<file path="src/rtl/rtc_acc_pkg.sv">
`timescale 1ns/1ps
package rtc_acc_pkg;
  typedef logic [7:0] byte_t;

  // bit positions software decodes
  localparam int unsigned UIP_BIT  = 7;
  localparam int unsigned SET_BIT  = 7;
  localparam int unsigned UIE_BIT  = 4;
  localparam int unsigned IRQF_BIT = 7;
  localparam int unsigned UF_BIT   = 4;

  typedef enum logic [2:0] {
    SEL_NONE,
    SEL_TIME,
    SEL_STAT,
    SEL_MODE,
    SEL_FLAG
  } reg_sel_e;
endpackage

</file>
<file path="src/rtl/rtc_upd_sched.sv">
`timescale 1ns/1ps
module rtc_upd_sched #(
  parameter int unsigned CYC_PER_SEC = 32768,
  parameter int unsigned LEAD_CYC    = 8
) (
  input  logic clk_i,
  input  logic rst_ni,
  output logic upd_o,
  output logic uip_o,
  output logic done_o
);
  localparam int unsigned CNT_W = (CYC_PER_SEC > 2) ? $clog2(CYC_PER_SEC) : 1;
  localparam logic [CNT_W-1:0] LAST       = CNT_W'(CYC_PER_SEC - 1);
  localparam logic [CNT_W-1:0] LEAD_START = CNT_W'(CYC_PER_SEC - LEAD_CYC);

  logic [CNT_W-1:0] cnt_q;
  logic             done_q;

  always_ff @(posedge clk_i or negedge rst_ni) begin
    if (!rst_ni) begin
      cnt_q  <= '0;
      done_q <= 1'b0;
    end else begin
      cnt_q  <= (cnt_q == LAST) ? '0 : cnt_q + CNT_W'(1);
      done_q <= upd_o;
    end
  end

  assign upd_o  = (cnt_q == LAST);
  assign uip_o  = (cnt_q >= LEAD_START);
  assign done_o = done_q;
endmodule

</file>
<file path="src/rtl/rtc_ctrl_regs.sv">
`timescale 1ns/1ps
module rtc_ctrl_regs
  import rtc_acc_pkg::*;
#(
  parameter int unsigned NUM_TIME = 6,
  parameter int unsigned ADDR_W   = 4,
  parameter int unsigned IDX_W    = 3
) (
  input  logic                    clk_i,
  input  logic                    rst_ni,
  input  logic [ADDR_W-1:0]       addr_i,
  input  logic                    we_i,
  input  logic                    re_i,
  input  logic                    wset_i,
  input  logic                    wuie_i,
  input  logic                    uip_i,
  input  logic                    done_i,
  input  logic [NUM_TIME*8-1:0]   copies_i,
  output logic                    set_o,
  output logic                    snap_o,
  output logic                    uf_o,
  output logic                    irq_o,
  output logic                    time_wr_o,
  output logic [IDX_W-1:0]        time_idx_o,
  output byte_t                   rdata_o
);
  localparam logic [ADDR_W-1:0] ADDR_STAT = ADDR_W'(NUM_TIME);
  localparam logic [ADDR_W-1:0] ADDR_MODE = ADDR_W'(NUM_TIME + 1);
  localparam logic [ADDR_W-1:0] ADDR_FLAG = ADDR_W'(NUM_TIME + 2);

  reg_sel_e sel;
  logic     set_q, uie_q, uf_q;
  logic     mode_wr, flag_rd;

  always_comb begin
    if (addr_i < ADDR_STAT)       sel = SEL_TIME;
    else if (addr_i == ADDR_STAT) sel = SEL_STAT;
    else if (addr_i == ADDR_MODE) sel = SEL_MODE;
    else if (addr_i == ADDR_FLAG) sel = SEL_FLAG;
    else                          sel = SEL_NONE;
  end

  assign time_idx_o = addr_i[IDX_W-1:0];
  assign time_wr_o  = we_i && (sel == SEL_TIME);
  assign mode_wr    = we_i && (sel == SEL_MODE);
  assign flag_rd    = re_i && (sel == SEL_FLAG);
  assign snap_o     = mode_wr && wset_i && !set_q;

  always_ff @(posedge clk_i or negedge rst_ni) begin
    if (!rst_ni) begin
      set_q <= 1'b0;
      uie_q <= 1'b0;
      uf_q  <= 1'b0;
    end else begin
      if (mode_wr) begin
        set_q <= wset_i;
        uie_q <= wuie_i;
      end
      // a finishing update outranks the read clear
      if (done_i)       uf_q <= 1'b1;
      else if (flag_rd) uf_q <= 1'b0;
    end
  end

  assign set_o = set_q;
  assign uf_o  = uf_q;
  assign irq_o = uf_q && uie_q;

  always_comb begin
    rdata_o = '0;
    unique case (sel)
      SEL_TIME: rdata_o = copies_i[32'(time_idx_o)*8 +: 8];
      SEL_STAT: rdata_o[UIP_BIT] = uip_i;
      SEL_MODE: begin
        rdata_o[SET_BIT] = set_q;
        rdata_o[UIE_BIT] = uie_q;
      end
      SEL_FLAG: begin
        rdata_o[IRQF_BIT] = irq_o;
        rdata_o[UF_BIT]   = uf_q;
      end
      default:  rdata_o = '0;
    endcase
  end
endmodule

</file>
<file path="src/rtl/rtc_copy_bank.sv">
`timescale 1ns/1ps
module rtc_copy_bank
  import rtc_acc_pkg::*;
#(
  parameter int unsigned NUM_TIME = 6,
  parameter int unsigned IDX_W    = 3
) (
  input  logic                  clk_i,
  input  logic                  rst_ni,
  input  logic                  snap_i,
  input  logic                  set_i,
  input  logic                  follow_i,
  input  logic                  blocked_i,
  input  logic                  wr_i,
  input  logic [IDX_W-1:0]      wr_idx_i,
  input  byte_t                 wr_data_i,
  input  logic [NUM_TIME*8-1:0] chain_time_i,
  output logic [NUM_TIME*8-1:0] copies_o,
  output logic                  load_o,
  output logic [NUM_TIME-1:0]   load_mask_o,
  output logic [NUM_TIME*8-1:0] load_data_o
);
  logic [NUM_TIME-1:0] dirty;

  // commit only modified fields, never inside the warning window
  assign load_o      = !set_i && (|dirty) && !blocked_i;
  assign load_mask_o = load_o ? dirty : '0;

  for (genvar i = 0; i < NUM_TIME; i++) begin : g_field
    byte_t copy_q;
    logic  dirty_q;
    logic  hit;

    assign hit = wr_i && (wr_idx_i == IDX_W'(i));

    always_ff @(posedge clk_i or negedge rst_ni) begin
      if (!rst_ni) begin
        copy_q  <= '0;
        dirty_q <= 1'b0;
      end else if (snap_i) begin
        copy_q  <= chain_time_i[i*8 +: 8];
        dirty_q <= 1'b0;
      end else if (hit) begin
        copy_q  <= wr_data_i;
        dirty_q <= 1'b1;
      end else begin
        if (load_o) dirty_q <= 1'b0;
        if (follow_i && !dirty_q) copy_q <= chain_time_i[i*8 +: 8];
      end
    end

    assign dirty[i]              = dirty_q;
    assign copies_o[i*8 +: 8]    = copy_q;
    assign load_data_o[i*8 +: 8] = copy_q;
  end
endmodule

</file>
<file path="src/rtl/rtc_shadow_access.sv">
`timescale 1ns/1ps
module rtc_shadow_access
  import rtc_acc_pkg::*;
#(
  parameter int unsigned NUM_TIME    = 6,
  parameter int unsigned CYC_PER_SEC = 32768,
  parameter int unsigned LEAD_CYC    = 8,
  parameter int unsigned ADDR_W      = $clog2(NUM_TIME + 3)
) (
  input  logic                  clk_i,
  input  logic                  rst_ni,
  input  logic [ADDR_W-1:0]     reg_addr_i,
  input  logic                  reg_we_i,
  input  logic                  reg_re_i,
  input  logic [7:0]            reg_wdata_i,
  output logic [7:0]            reg_rdata_o,
  input  logic [NUM_TIME*8-1:0] chain_time_i,
  output logic                  chain_upd_o,
  output logic                  chain_load_o,
  output logic [NUM_TIME-1:0]   chain_load_mask_o,
  output logic [NUM_TIME*8-1:0] chain_load_data_o,
  output logic                  uip_o,
  output logic                  irq_o
);
  localparam int unsigned IDX_W = (NUM_TIME > 1) ? $clog2(NUM_TIME) : 1;

  logic                  done_w, set_w, snap_w, uf_w, time_wr_w;
  logic [IDX_W-1:0]      time_idx_w;
  logic [NUM_TIME*8-1:0] copies_w;

  rtc_upd_sched #(
    .CYC_PER_SEC(CYC_PER_SEC),
    .LEAD_CYC   (LEAD_CYC)
  ) i_sched (
    .clk_i  (clk_i),
    .rst_ni (rst_ni),
    .upd_o  (chain_upd_o),
    .uip_o  (uip_o),
    .done_o (done_w)
  );

  rtc_ctrl_regs #(
    .NUM_TIME(NUM_TIME),
    .ADDR_W  (ADDR_W),
    .IDX_W   (IDX_W)
  ) i_ctrl (
    .clk_i      (clk_i),
    .rst_ni     (rst_ni),
    .addr_i     (reg_addr_i),
    .we_i       (reg_we_i),
    .re_i       (reg_re_i),
    .wset_i     (reg_wdata_i[SET_BIT]),
    .wuie_i     (reg_wdata_i[UIE_BIT]),
    .uip_i      (uip_o),
    .done_i     (done_w),
    .copies_i   (copies_w),
    .set_o      (set_w),
    .snap_o     (snap_w),
    .uf_o       (uf_w),
    .irq_o      (irq_o),
    .time_wr_o  (time_wr_w),
    .time_idx_o (time_idx_w),
    .rdata_o    (reg_rdata_o)
  );

  rtc_copy_bank #(
    .NUM_TIME(NUM_TIME),
    .IDX_W   (IDX_W)
  ) i_bank (
    .clk_i        (clk_i),
    .rst_ni       (rst_ni),
    .snap_i       (snap_w),
    .set_i        (set_w),
    .follow_i     (done_w && !set_w),
    .blocked_i    (uip_o),
    .wr_i         (time_wr_w),
    .wr_idx_i     (time_idx_w),
    .wr_data_i    (reg_wdata_i),
    .chain_time_i (chain_time_i),
    .copies_o     (copies_w),
    .load_o       (chain_load_o),
    .load_mask_o  (chain_load_mask_o),
    .load_data_o  (chain_load_data_o)
  );
endmodule

</file>
<file path="config.mk">
export PLATFORM = sky130hd
export DESIGN_NAME = rtc_shadow_access
export DESIGN_NICKNAME = d
export VERILOG_FILES = /design/src/rtl/rtc_acc_pkg.sv /design/src/rtl/rtc_upd_sched.sv /design/src/rtl/rtc_ctrl_regs.sv /design/src/rtl/rtc_copy_bank.sv /design/src/rtl/rtc_shadow_access.sv
export SDC_FILE = /design/constraint.sdc
export NUM_CORES = 1
export LEC_CHECK = 0
export ABC_CLOCK_PERIOD_IN_PS = 3490
export BUFFER_PORTS_ARGS = -buffer_cell sky130_fd_sc_hd__buf_2
export CORE_MARGIN = 1
export CORE_UTILIZATION = 45
export DETAILED_ROUTE_END_ITERATION = 7
export PLACE_DENSITY = 0.82
export SYNTH_ARGS = -nofsm -noshare
export SYNTH_HDL_FRONTEND = slang
export SYNTH_SLANG_ARGS = --single-unit
</file>
<file path="constraint.sdc">
create_clock -name clk_i -period 3.49 [get_ports clk_i]
set_input_delay 0.349 -clock clk_i [delete_from_list [all_inputs] [get_ports clk_i]]
set_output_delay 0.349 -clock clk_i [all_outputs]
set_load 0.05 [all_outputs]
</file>
After elaboration in Yosys (flattened, before gate mapping)
Index checks and enable logic that the tools add are counted.
Word-level totals
  register bits: 73
  latch bits: 0
  bits in writable memories: 0
  memory bits (read-only): 0
  bits of input ports: 64
  output and inout bits: 66
  logic and storage cells: 121
  memories kept: 0
Cells by class
  $add $sub $neg: 1
  multiply operators: 0
  divide/modulo/power cells: 0
  order comparisons: 2
  equality and inequality tests: 13
  shifts and indexed selects: 1
  muxes and demuxes: 43
  bitwise gates (word level): 0
  reductions and logical operators: 44
Operators by type and width (count)
  2-to-1 mux 8 bit: 18
  variable part select 48 x 7 -> 8 bit: 1
  nonzero test 3 bit: 12
  logical AND 1 bit: 21
  adder 15 x 1 -> 15 bit, second input constant: 1
  == test 15 bit, second input constant: 1
  greater-or-equal comparator 15 bit, second input constant: 1
  2-to-1 mux 1 bit: 15
  2-to-1 mux 15 bit: 1
  == test 3 x 2 -> 1 bit, second input constant: 4
  2-to-1 mux 3 bit: 4
  == test 3 bit, second input constant: 3
  == test 4 x 3 -> 1 bit, second input constant: 2
  logical NOT 1 bit: 8
  == test 3 x 1 -> 1 bit, second input constant: 2
  2-to-1 mux 6 bit: 1
  OR reduction 6 bit: 1
  == test 4 bit, second input constant: 1
  < comparator 4 x 3 -> 1 bit, second input constant: 1
  2-to-1 mux 4 bit: 1
  case mux 1 bit (4 select lines): 1
  logical NOT 3 bit: 1
  case mux 1 bit (3 select lines): 1
  2-to-1 mux 2 bit: 1
  nonzero test 2 bit: 1

Depth between registers and ports, before layout
  depth in word-level cells: 10
  mapped depth: 6
  mapped depth without buffers: 5

Modules after synthesis
Synthesis repeated with hierarchy kept, for this count alone.
Second synthesis, totals
  cell total of the unflattened synthesis: 501
  area total of the unflattened synthesis: 4734.5 µm²
Modules (own cells, without submodules)
  rtc_copy_bank: instances 1, cells each 371, area each 3353.2 µm², seq. area each 1351.3 µm²
  rtc_upd_sched: instances 1, cells each 68, area each 749.5 µm², seq. area each 400.4 µm²
  rtc_ctrl_regs: instances 1, cells each 61, area each 618.1 µm², seq. area each 75.1 µm²
  rtc_shadow_access: instances 1, cells each 1, area each 13.8 µm², seq. area each 0.0 µm²

Worst setup path after synthesis
OpenSTA, ideal clock, no wires.
  path kind: reg-to-reg
  from: reg i_sched.cnt_q[0]
  to: reg i_sched.cnt_q[11]
  library setup time: 0.124 ns
  arrival time: 3.169 ns
  required time: 3.366 ns
  path slack: 0.197 ns
  stages on the path, launching flop included: 7
  path buffers: 1
  clock period less this slack: 3.293 ns
  path through: dfrtp_1 -> ha_1 -> and4_1 -> clkbuf_2 -> nor4b_1 -> a311o_1 -> o21ai_1
Between the ends
  cells in the longest elaborated chain, start to end: 2
  elaborated cells between the ends (all ways): 3
  classes of those cells: 1 x add/sub; 1 x eq/ne; 1 x mux
Ends and longest elaborated chain
  start, declared: line rtc_upd_sched.sv:16  | logic [CNT_W-1:0] cnt_q;
  start signal, assigned: line rtc_upd_sched.sv:24  | cnt_q <= (cnt_q == LAST) ? '0 : cnt_q + CNT_W'(1);
  == test 15 bit
  named net chain_upd_o: line rtc_shadow_access.sv:18  | output logic chain_upd_o,
  2-to-1 mux 15 bit: line rtc_upd_sched.sv:24
The timed path passes the listed nets, and every way through them passes these cells.
A chain may end at the register's enable or synchronous reset.

Worst setup path in the final report
  from: reg i_sched.cnt_q[6]
  to: out reg_rdata_o[7]
Between the ends
  cells in the longest elaborated chain, start to end: 2
Ends and longest elaborated chain
  greater-or-equal comparator 15 bit: line rtc_upd_sched.sv:30  | assign uip_o = (cnt_q >= LEAD_START);
  case mux 1 bit (4 select lines): line rtc_ctrl_regs.sv:71  | unique case (sel)
  end, declared: line rtc_shadow_access.sv:16  | output logic [7:0] reg_rdata_o,
Every way passes these cells.

==> insert_results.sql <==
INSERT INTO impl_metrics (metric_group, metric, value, unit) VALUES
('status', 'status', 'finished clean', ''),
('drt', 'drc', '0', ''),
('worst_setup_path', 'worstPathRequired', '3.14', 'ns'),
('power', 'power_frac_clock', '0.209', ''),
('power', 'static-leakage-power', '2.331', 'nW'),
('power', 'seq_power_share', '0.372', ''),
('yosys', 'synth_compound_area_frac', '0.06116', ''),
('power', 'internal_power', '1.746', 'mW'),
('sta', 'relSlewSlack', '0.2592', ''),
('yosys', 'post_synth_instance_area', '4071', 'um^2'),
('drt', 'drt_first_pass_iters', '4', ''),
('clock_network', 'numCtsBuffers', '9', ''),
('finish', 'nFillCells', '733', ''),
('placement', 'place.detailed.hpwl', '8642', 'um'),
('floorplan', 'row_count', '34', ''),
('clock_network', 'clock_network_latency_to_the_later_pin_of_the_worst_skew_pair', '0.36', 'ns'),
('finish', 'final_nets', '540', ''),
('drt', 'routed-via-count', '3368', ''),
('floorplan', 'initial_utilization', '0.4669', ''),
('yosys', 'synth_top_family_by_area', 'multiplexers', ''),
('yosys', 'synth_adder_area_share', '0.006146', ''),
('placement', 'dp_cells', '571', ''),
('worst_setup_path', 'worst_ep_arrival_time', '2.47', 'ns'),
('drt', 'drt_wl_total', '11340', 'um'),
('clock_network', 'post-cts-setup-buffer-count', '0', ''),
('grt', 'wire_length_of_the_first_global_routing_pass', '18150', 'um'),
('floorplan', 'floorplan.core_area', '8721', 'um^2'),
('yosys', 'netlist_instances', '344', ''),
('worst_setup_path', 'crit_type', 'reg2out', ''),
('run', 'cap_viol_max_count', '0', ''),
('clock_network', 'cts_hold_buffers', '0', ''),
('sta', 'post-route-period-util', '0.8074', ''),
('yosys', 'synth_cell_type_count', '49', ''),
('drt', 'via_per_inst', '5.718', ''),
('clock_network', 'ctsLongestPathBuffers', '2', ''),
('yosys', 'sequential_cell_area_fraction_in_the_yosys_report', '0.4487', ''),
('grt', 'global_route.usage.met1', '0.3046', ''),
('clock_network', 'numClockSinks', '73', ''),
('grt', 'grt_start_max_net_pins', '50', ''),
('floorplan', 'io_pins', '130', ''),
('grt', 'grt_busiest_layer', 'met2', ''),
('grt', 'antenna_found_initial', '0', ''),
('grt', 'overflow', '0', ''),
('sta', 'setup_viol', '0', ''),
('sta', 'final.setup_skew', '0.01333', 'ns'),
('yosys', 'synth_enable_flop_cells', '0', ''),
('placement', 'io_buffer_count', '129', ''),
('worst_setup_path', 'start_kind', 'flip-flop', ''),
('sta', 'timing_hold_violations_final', '0', ''),
('finish', 'layout.cells.non_filler', '589', ''),
('floorplan', 'dieWidth', '97.12', 'um'),
('sta', 'timing.fmax', '354.9', 'MHz'),
('power', 'irDropWorstVdd', '0.4614', 'mV'),
('power', 'power_frac_comb', '0.419', ''),
('power', 'power.switching_fraction', '0.4520', ''),
('min_path', 'class_of_the_tightest_hold_or_removal_check', 'in2async', ''),
('yosys', 'ys_ff_latch', '73', ''),
('sta', 'grt_setup_unrepaired', 'no', ''),
('worst_setup_path', 'worstSetupEndpointType', 'output pin', ''),
('grt', 'm3_gr_usage', '0.07266', ''),
('sta', 'final_period_minus_worst_setup_slack', '2.818', 'ns'),
('yosys', 'mean_area_per_synthesized_cell', '11.84', 'um^2'),
('yosys', 'synth-async-reset-ratio', '1.000', ''),
('sta', 'worst-slew-pin-transition', '1.111', 'ns'),
('yosys', 'parity_gate_share_of_the_synthesized_area_counting_xor_and_xnor_cells', '0.02581', ''),
('clock_network', 'cts_resized', '0', ''),
('yosys', 'synth_fp_nets', '410', ''),
('grt', 'grt_util_met2', '0.4101', ''),
('floorplan', 'dieArea', '9432', 'um^2'),
('power', 'p_per_cell_area', '635.4', 'nW/um^2'),
('yosys', 'ys_dominant_reg_cell', 'dfrtp_1', '');
state kept, by name, summed over array words and instances (netlist names):
name	count
i_bank.g_field.copy_q	48
i_ctrl.uie_q	1
i_ctrl.uf_o	1
i_ctrl.set_o	1
i_sched.cnt_q	15
i_bank.g_field.dirty_q	6
i_sched.done_o	1
layout make-up:
| cell class | instances | area, um^2 | area share |
|---|---|---|---|
| multi-input combinational | 250 | 2155 | 0.4296 |
| tap | 108 | 135.1 | 0.02695 |
| antenna | 2 | 5.005 | 0.0009980 |
| clock inverter | 6 | 67.56 | 0.01347 |
| sequential | 73 | 1827 | 0.3643 |
| clock buffer | 10 | 127.6 | 0.02545 |
| inverter | 8 | 30.03 | 0.005988 |
| timing repair buffer | 132 | 668.1 | 0.1332 |
worst max-delay path, stage by stage (launching register included):
cell,delay [ns]
dfrtp_1,0.43
nand4_2,0.19
or4_1,0.73
o41ai_1,0.44
buf_2,0.34
power by group through the flow:
| stage | Combinational (mW) | Clock, mW | Sequential [mW] |
|---|---|---|---|
| global placement | 1.32 | 0 | 1.19 |
| floorplan | 0.452 | 0 | 1.70 |
| detailed placement | 1.34 | 0 | 1.19 |
| CTS | 1.34 | 0.672 | 1.18 |
| global route | 1.39 | 0.713 | 1.21 |
| finish | 1.34 | 0.665 | 1.18 |
cell families after synthesis:
family,Yosys count
multiplexers,108
AND/OR/NAND/NOR,91
flip-flops,73
AO/OA/AOI/OAI,37
buffers and inverters,21
XOR/XNOR,12
adder cells (fa/ha/maj),2
per-layer routing:
metal	part of all wire	routed length [um]
met1	0.40	4525
met4	0.031	356
met3	0.073	830
met5	0	0
met2	0.50	5622
final timing paths:
path / start / endpoint / slack [ns] / depth (start not counted)
max in group asynchronous: rst_ni / i_bank.g_field[4].dirty_q / 2.44 / 2
min in group clk_i: reg_re_i / i_ctrl.uf_o / 0.26 / 4
worst max register to register: i_ctrl.set_o / i_bank.g_field[1].copy_q[1] / 1.34 / 4
worst min register to register: i_sched.cnt_q[12] / i_sched.cnt_q[12] / 0.49 / 1
worst min-delay path: rst_ni / i_bank.g_field[4].copy_q[0] / 0.21 / 1
worst max-delay path: i_sched.cnt_q[6] / reg_rdata_o[7] / 0.67 / 4
placed cells by master, fill, tap and decap left out, types with 6 or more instances in the layout:
cell      Yosys  final
nor2_1       33     33
and3_1        6      6
mux2_2       75     75
nand3_1       6      6
buf_2         6    129
xnor2_1      10     10
clkbuf_8      0      9
a21oi_1      13     13
mux2i_1      15     15
dfrtp_1      73     73
inv_1         7      7
nand2_1      13     13
mux4_2        8      8
o32ai_1       6      6
mux2_1       10     10
cells in the mapped netlist (6+ instances only):
library cell | number | share of area
inv_1 | 7 | 0.0065
mux4_2 | 8 | 0.044
nand3_1 | 6 | 0.0074
mux2i_1 | 15 | 0.037
nand2_1 | 13 | 0.012
and3_1 | 6 | 0.0092
buf_2 | 6 | 0.0074
mux2_1 | 10 | 0.028
xnor2_1 | 10 | 0.022
nor2_1 | 33 | 0.030
mux2_2 | 75 | 0.21
a21oi_1 | 13 | 0.016
o32ai_1 | 6 | 0.013
dfrtp_1 | 73 | 0.45
through the flow:
stage / instance area [um^2] / power (mW) / utilization / worst slack [ns] / hold slack, ns
global route: 5010 / 3.312 / 0.5745 / 0.5594 / 0.2707
CTS: 5010 / 3.192 / 0.5745 / 0.6654 / 0.2518
finish: 5015 / 3.186 / 0.5750 / 0.6720 / 0.2061
global placement: 4815 / 2.504 / 0.5521 / 0.9508 / 0.4636
floorplan: 4071 / 2.152 / - / 0.1966 / 0.05341
detailed placement: 4815 / 2.533 / 0.5521 / 0.9119 / 0.4752
Note: power is estimated with default switching activity, not from simulation.
